===== config.mk =====
export PLATFORM = sky130hd
export DESIGN_NAME = hca_pattern_gen
export DESIGN_NICKNAME = d
export VERILOG_FILES = /design/src/rtl/hca_pkg.sv /design/src/rtl/hca_seed_fix.sv /design/src/rtl/hca_cell.sv /design/src/rtl/hca_ca_array.sv /design/src/rtl/hca_pattern_gen.sv
export SDC_FILE = /design/constraint.sdc
export NUM_CORES = 1
export LEC_CHECK = 0
export ABC_AREA = 1
export ABC_CLOCK_PERIOD_IN_PS = 1250
export CORE_AREA = 3 3 40 42
export DETAILED_ROUTE_END_ITERATION = 6
export DIE_AREA = 0 0 43 45
export DONT_BUFFER_PORTS = 1
export PLACE_DENSITY = 0.46
export SLEW_MARGIN = 20
export SYNTH_ARGS = -nofsm -noshare
export SYNTH_HDL_FRONTEND = slang
export SYNTH_HIERARCHICAL = 1
export SYNTH_SLANG_ARGS = --single-unit

===== constraint.sdc =====
create_clock -name clk -period 1.25 [get_ports clk]
set_clock_uncertainty 0.15 [all_clocks]
set_input_delay 0.1875 -clock clk [delete_from_list [all_inputs] [get_ports clk]]
set_output_delay 0.1875 -clock clk [all_outputs]
set_load 0.05 [all_outputs]

===== src/rtl/hca_pkg.sv =====
package hca_pkg;

  typedef enum logic {
    RULE_90  = 1'b0,
    RULE_150 = 1'b1
  } rule_e;

  function automatic logic ca_next(input rule_e rule, input logic lft,
                                   input logic self, input logic rgt);
    logic mix;
    mix = lft ^ rgt;
    if (rule == RULE_150) mix = mix ^ self;
    return mix;
  endfunction

endpackage


===== src/rtl/hca_seed_fix.sv =====
module hca_seed_fix #(
  parameter int unsigned         WIDTH    = 5,
  parameter logic [WIDTH-1:0]    ZERO_SUB = WIDTH'(1)
) (
  input  logic [WIDTH-1:0] seed_i,
  output logic [WIDTH-1:0] seed_o
);

  logic is_zero;

  always_comb begin
    is_zero = (seed_i == '0);
    seed_o  = is_zero ? ZERO_SUB : seed_i;
  end

endmodule


===== src/rtl/hca_cell.sv =====
module hca_cell
  import hca_pkg::*;
#(
  parameter rule_e RULE = RULE_90
) (
  input  logic clk,
  input  logic rst,
  input  logic rst_val,
  input  logic load,
  input  logic load_val,
  input  logic step,
  input  logic lft_n,
  input  logic rgt_n,
  output logic q
);

  always_ff @(posedge clk) begin
    if (rst)       q <= rst_val;
    else if (load) q <= load_val;
    else if (step) q <= ca_next(RULE, lft_n, q, rgt_n);
  end

  generate
    if (RULE == RULE_150) begin : g_r150
      a_r3_rule150_step: assert property (@(posedge clk) disable iff (rst)
        (step && !load) |=> (q == ($past(lft_n) ^ $past(q) ^ $past(rgt_n))));
    end else begin : g_r90
      a_r2_rule90_step: assert property (@(posedge clk) disable iff (rst)
        (step && !load) |=> (q == ($past(lft_n) ^ $past(rgt_n))));
    end
  endgenerate

endmodule


===== src/rtl/hca_ca_array.sv =====
module hca_ca_array
  import hca_pkg::*;
#(
  parameter int unsigned      WIDTH      = 5,
  parameter logic [WIDTH-1:0] RULE_SEL   = WIDTH'(5'b00011),
  parameter logic [WIDTH-1:0] RESET_SEED = WIDTH'(1)
) (
  input  logic             clk,
  input  logic             rst,
  input  logic             load,
  input  logic [WIDTH-1:0] load_vec,
  input  logic             step,
  output logic [WIDTH-1:0] state
);

  localparam int unsigned EXT_W = WIDTH + 2;

  logic [EXT_W-1:0] ext;

  // null boundaries: a constant 0 on both ends
  assign ext = {1'b0, state, 1'b0};

  generate
    for (genvar i = 0; i < WIDTH; i++) begin : g_cell
      localparam rule_e CELL_RULE = RULE_SEL[i] ? RULE_150 : RULE_90;
      hca_cell #(.RULE(CELL_RULE)) u_cell (
        .clk      (clk),
        .rst      (rst),
        .rst_val  (RESET_SEED[i]),
        .load     (load),
        .load_val (load_vec[i]),
        .step     (step),
        .lft_n    (ext[i+2]),
        .rgt_n    (ext[i]),
        .q        (state[i])
      );
    end
  endgenerate

  // the two end cells see 0 from outside
  a_r4_low_edge: assert property (@(posedge clk) disable iff (rst)
    (step && !load) |=> (state[0] == ($past(state[1]) ^
                         (RULE_SEL[0] ? $past(state[0]) : 1'b0))));

endmodule


===== src/rtl/hca_pattern_gen.sv =====
module hca_pattern_gen #(
  parameter int unsigned      WIDTH      = 5,
  parameter logic [WIDTH-1:0] RULE_SEL   = WIDTH'(5'b00011),
  parameter logic [WIDTH-1:0] RESET_SEED = WIDTH'(1),
  parameter logic [WIDTH-1:0] ZERO_SUB   = WIDTH'(1)
) (
  input  logic             clk,
  input  logic             rst,
  input  logic             en_i,
  input  logic             load_i,
  input  logic [WIDTH-1:0] seed_i,
  output logic [WIDTH-1:0] state_o
);

  logic [WIDTH-1:0] seed_ok;
  logic [WIDTH-1:0] ca_state;

  hca_seed_fix #(.WIDTH(WIDTH), .ZERO_SUB(ZERO_SUB)) u_seed_fix (
    .seed_i (seed_i),
    .seed_o (seed_ok)
  );

  hca_ca_array #(
    .WIDTH      (WIDTH),
    .RULE_SEL   (RULE_SEL),
    .RESET_SEED (RESET_SEED)
  ) u_array (
    .clk      (clk),
    .rst      (rst),
    .load     (load_i),
    .load_vec (seed_ok),
    .step     (en_i),
    .state    (ca_state)
  );

  assign state_o = ca_state;

  a_r6_load_capture: assert property (@(posedge clk) disable iff (rst)
    (load_i && (seed_i != '0)) |=> (state_o == $past(seed_i)));

  a_r7_zero_seed_sub: assert property (@(posedge clk) disable iff (rst)
    (load_i && (seed_i == '0)) |=> (state_o == ZERO_SUB));

  a_r8_hold: assert property (@(posedge clk) disable iff (rst)
    (!load_i && !en_i) |=> $stable(state_o));

  a_r9_never_zero: assert property (@(posedge clk) disable iff (rst)
    $past(!rst) |-> (state_o != '0));

endmodule


After elaboration in Yosys (flattened, before gate mapping)
Cells that the tools add are included.

Register bits: 5. Bits of input ports: 9. Output and inout bits: 5.

Multiplexer cells: 11. Bitwise gates (word level): 5. Reduce and logical (&&, ||, !) cells: 2.

Operators with widths (number): 1-bit two-way mux (10); 5-bit zero test (1); 5-bit two-way mux (1); 1-bit bitwise XOR (5); 2-bit nonzero test (1).

Logic depth before layout (Yosys ltp)
Depth in word-level cells: 4. Mapped depth: 7.

By module
The synthesis kept the hierarchy.

By module, submodules not included: hca_cell (u_array.g_cell[2].u_cell ...) (instances 3, cells an instance 13, area an instance 78.8 µm²); hca_cell (u_array.g_cell[0].u_cell ...) (instances 2, cells an instance 17, area an instance 95.1 µm²); hca_seed_fix (instances 1, cells an instance 9, area an instance 33.8 µm²); hca_ca_array (instances 1, cells an instance 2, area an instance 7.5 µm²).

Worst setup path before layout
Ideal clock, no wire load.

Path type: register to register. Start: register u_array.g_cell[1].u_cell.q. End: register u_array.g_cell[0].u_cell.q (data pin). Setup time: 252 ps. Arrival time: 1075 ps. Required time: 848 ps. Slack: -227 ps. Stages on the path, launching flop included: 6. Buffers on the path: 0. Clock period less this slack: 1477 ps. Cells stage by stage: edfxtp_1 > nand2_1 > nand3_1 > nand3_1 > nand2_1 > nand2_1.

Longest elaborated chain between the ends: 3.

Ends and longest elaborated chain: start: declaration (RTL line hca_cell.sv:14) `output logic q`; start signal: assignment (RTL line hca_cell.sv:18) `if (rst) q <= rst_val;`; start signal: assignment (RTL line hca_cell.sv:19) `else if (load) q <= load_val;`; start signal: assignment (RTL line hca_cell.sv:20) `else if (step) q <= ca_next(RULE, lft_n, q, rgt_n);`; 1-bit bitwise XOR (RTL line hca_pkg.sv:12) `if (rule == RULE_150) mix = mix ^ self;`; 1-bit two-way mux (RTL line hca_cell.sv:20); 1-bit two-way mux (RTL line hca_cell.sv:19); end signal: assignment (RTL line hca_cell.sv:18); end signal: assignment (RTL line hca_cell.sv:19); end signal: assignment (RTL line hca_cell.sv:20); end: declaration (RTL line hca_cell.sv:14).

No other way between the ends. The select of a mux whose other input is x is not followed. A chain may end at the register's enable or synchronous reset.

Worst setup path after layout
Same ends and word-level chain as after synthesis.

==> metrics.md <==
| Metric | Value |
|---|---|
| Worst setup margin | -0.0366 ns |
| Worst Reg-to-Reg Cells | 6 |
| CP endpoint | u_array/g_cell[0].u_cell/q$_DFFE_PP_ |
| Cells along the critical path | nand2_1 > nand2_1 > nand2_1 > nand3_1 > nand2_1 > nand2_1 |
| Final setup fails | 4 |
| CTS tree | done |
| Distinct cells, synth | 8 |
| Yosys warnings | 6 |
| Slowest Stage Delay on Critical Path | 0.49 ns |
| Global-route wire length before repair | 1.64 mm |
| Input/output buffers | 0 |
| Tot GR Track Use | 11.3% |
| Post-synth top area share | 32.1% |
| Post-synthesis sequential area ratio | 32.1% |
| Starting DRT DRC Count | 12 |
| Antenna-violating nets left | 0 |
| Yosys top cell by area | edfxtp_1 |
| Die ar. | 1940 sq um |
| Clock power frac | between 20% and 30% |
| Outcome | complete, but fails checks |
| Syn-to-layout area delta | 38.0% |
| Drt drc | 0 |
| Hold Violations, Final | 0 |
| Failing checks | setup timing |
| Htree depth | 1 |
| Vias in the first global route | 415 |
| Largest regs | u_array/g_cell.u_cell/q: 5 flops |
| CP dominant cell by count | nand2_1 |
| Clk sink count | 5 |
| HPWL after DPL | 732 um |
| Reg-to-reg startpoint | u_array/g_cell[1].u_cell/q$_DFFE_PP_ |
| HP Class | in2reg |
| Vias per cell | approximately 4.0 |
| Clock root cell | clkbuf_4 |
| Final Cycle Share | 103% |
| Startpoint types | register |
| Mapped cell area | ~470 sq um |
| RSZ-0062 raised after global routing | yes |
| Post-Syn Area per Cell | around 5.6 sq um |
| DRT Pass-1 Iters | 4 |
| Crit. Startpoint | u_array/g_cell[1].u_cell/q$_DFFE_PP_ |
| EDFF count, synth | 5 |
| Critical Path Slowest Stage Cell | edfxtp_1 |
| Prevailing post-synth register cell | edfxtp_1 |
| Min Tclk post-route | between 1 and 1.5 ns |
| Commonest cells in the netlist | 31 x nand2_1, 18 x inv_1, 12 x nor2_1 |
| Int Pwr | 0.000427 W |
| Initial antenna violation count | 0 |
| Placement Rows | 13 |
| Clock insertion delay at the later pin of the skew report | between 0.2 and 0.25 ns |
| Leak pwr | 0.372 nW |
| Largest net degree at the start of global routing | 16 |
| DR vias | approximately 470 |
| WL per Instance | a little over 8 um |
| Max-Cap Viols | 0 |
| Reg2Reg Capture Point | u_array/g_cell[0].u_cell/q$_DFFE_PP_ |
| Fmax | 0.777 GHz |
| Async SR Flop Fraction | 0% |
| Fillers | roughly 140 |
| Hold WS | between 0.007 and 0.008 ns |
| Largest Register | u_array/g_cell.u_cell/q |
| CTS buffer count | 3 |
| Total grt overflow | 0 |
| Fin cells | between 100 and 150 |
| Count leader, synth | nand2_1 |
| Peak VDD IR | roughly 670 uV |
| Nets | around 110 |
| Crit path capture type | register |
| Core ar. | between 1000 and 1500 sq um |
| Placed insts | around 110 |
| Overall Power | 0.000650 W |
| Die H | 45 um |
| Utilization after layout | between 50 and 60% |
| Top area cells in the synthesized netlist | edfxtp_1 32%, nand2_1 25%, inv_1 14% |
| Fin. max-slew vios | 0 |
| Sequential power share | between 30% and 40% |
| Switch Pwr | about 0.00022 W |
| Pre-CTS setup slack | -0.0435 ns |
| Required time of the critical path | 1.09 ns |
| Combinational share of power | ~37% |
| DIE WIDTH | 43 um |
| Power per cell area | 1010 nW/um^2 |
| # IOs | 14 |
| Max reg flops | 5 |
| Routed wire length | 949 um |
| Worst reg2reg setup slack | -0.04 ns |
| Crit path kind | reg2reg |
| CP Max Fanout | 7 |
| Gate Count Post-Synth | 84 |
| FF+latch count, synth | 5 |
| Reg clk slew, reported paths | approximately 0.04 ns |
| Worst EP arrival | 1.13 ns |
| Routability cong. | just over 0.7 |
| Share of layout cells above drive strength 1 | 17.8% |
| Initial core utilization | 36.4% |
| Sw frac | 34.3% |
| CTS Buffer Depth | 2 |
| # diodes | 0 |
==> final cells by class <==
| type | count | area [sq um] | area share [%] |
|---|---|---|---|
| Inverter | 18 | 67.6 | 10.5 |
| Timing Repair Buffer | 10 | 101 | 15.7 |
| Multi-Input combinational cell | 64 | 282 | 43.6 |
| Sequential cell | 5 | 150 | 23.3 |
| Clock buffer | 4 | 26.3 | 4.07 |
| Tap cell | 15 | 18.8 | 2.91 |
==> worst max-delay path: cells and delay by family (launching register included) <==
family / cells / cell delay (ns)
flip-flops: 1 / 0.49
AND/OR/NAND/NOR: 6 / 0.40
==> layer usage <==
metal  routed length [um]  vias to the layer above  GRT usage (%)
li1                     -                      269              -
met1                  490                      186           17.2
met5                    0                        -              0
met4                    0                        0           5.42
met2                  398                       11           15.3
met3                   60                        0           1.99
==> repair_timing <==
action	4_1_cts	5_1_grt
resized for setup	1	12
buffers inserted	1	0
setup endpoints to repair	3	10
hold buffers	2	0
pin swaps	1	4
hold endpoints to repair	5	0
==> power groups by stage <==
stage / Clock (W) / Sequential [W] / Combinational (W)
floorplan: 0 / 0.000296 / 0.0000895
CTS: 0.000186 / 0.000229 / 0.000219
global placement: 0 / 0.000232 / 0.000203
detailed placement: 0 / 0.000233 / 0.000202
finish: 0.000179 / 0.000230 / 0.000240
global route: 0.000196 / 0.000235 / 0.000268
==> cell families after synthesis <==
kind of cell           synth area share [%]
other                                  1.60
DFF                                    32.1
buffers and inverters                  17.6
and+or+nand+nor                        48.7
==> cell usage in the layout, fill, tap and decap left out <==
cell            instances
buf_6                   5
nand2_1                27
dlymetal6s4s_1          1
dlygate4sd3_1           1
inv_1                  17
clkbuf_1                1
nor2_1                 12
inv_2                   1
nand3_2                 2
clkbuf_4                3
edfxtp_1                5
or3_1                   5
nand2_2                 4
conb_1                  9
buf_4                   3
nand3_1                 5
==> through the flow <==
stage,cell area (sq um),setup TNS (ns)
floorplan,494,-0.750
global placement,551,-0.0367
detailed placement,551,-0.0435
CTS,608,-0.136
global route,646,-0.392
finish,646,-0.0762
==> how the worst min path moves through the flow <==
stage,end,startpoint,cells past startpoint
after floorplan,u_array/g_cell[0].u_cell/q$_DFFE_PP_,rst,2
after global placement,u_array/g_cell[0].u_cell/q$_DFFE_PP_,rst,2
after detailed placement,u_array/g_cell[0].u_cell/q$_DFFE_PP_,rst,2
after CTS,u_array/g_cell[1].u_cell/q$_DFFE_PP_,rst,1
after global routing,u_array/g_cell[0].u_cell/q$_DFFE_PP_,rst,1
final,u_array/g_cell[1].u_cell/q$_DFFE_PP_,rst,1
No activity file was read; power rests on OpenSTA's default activity.
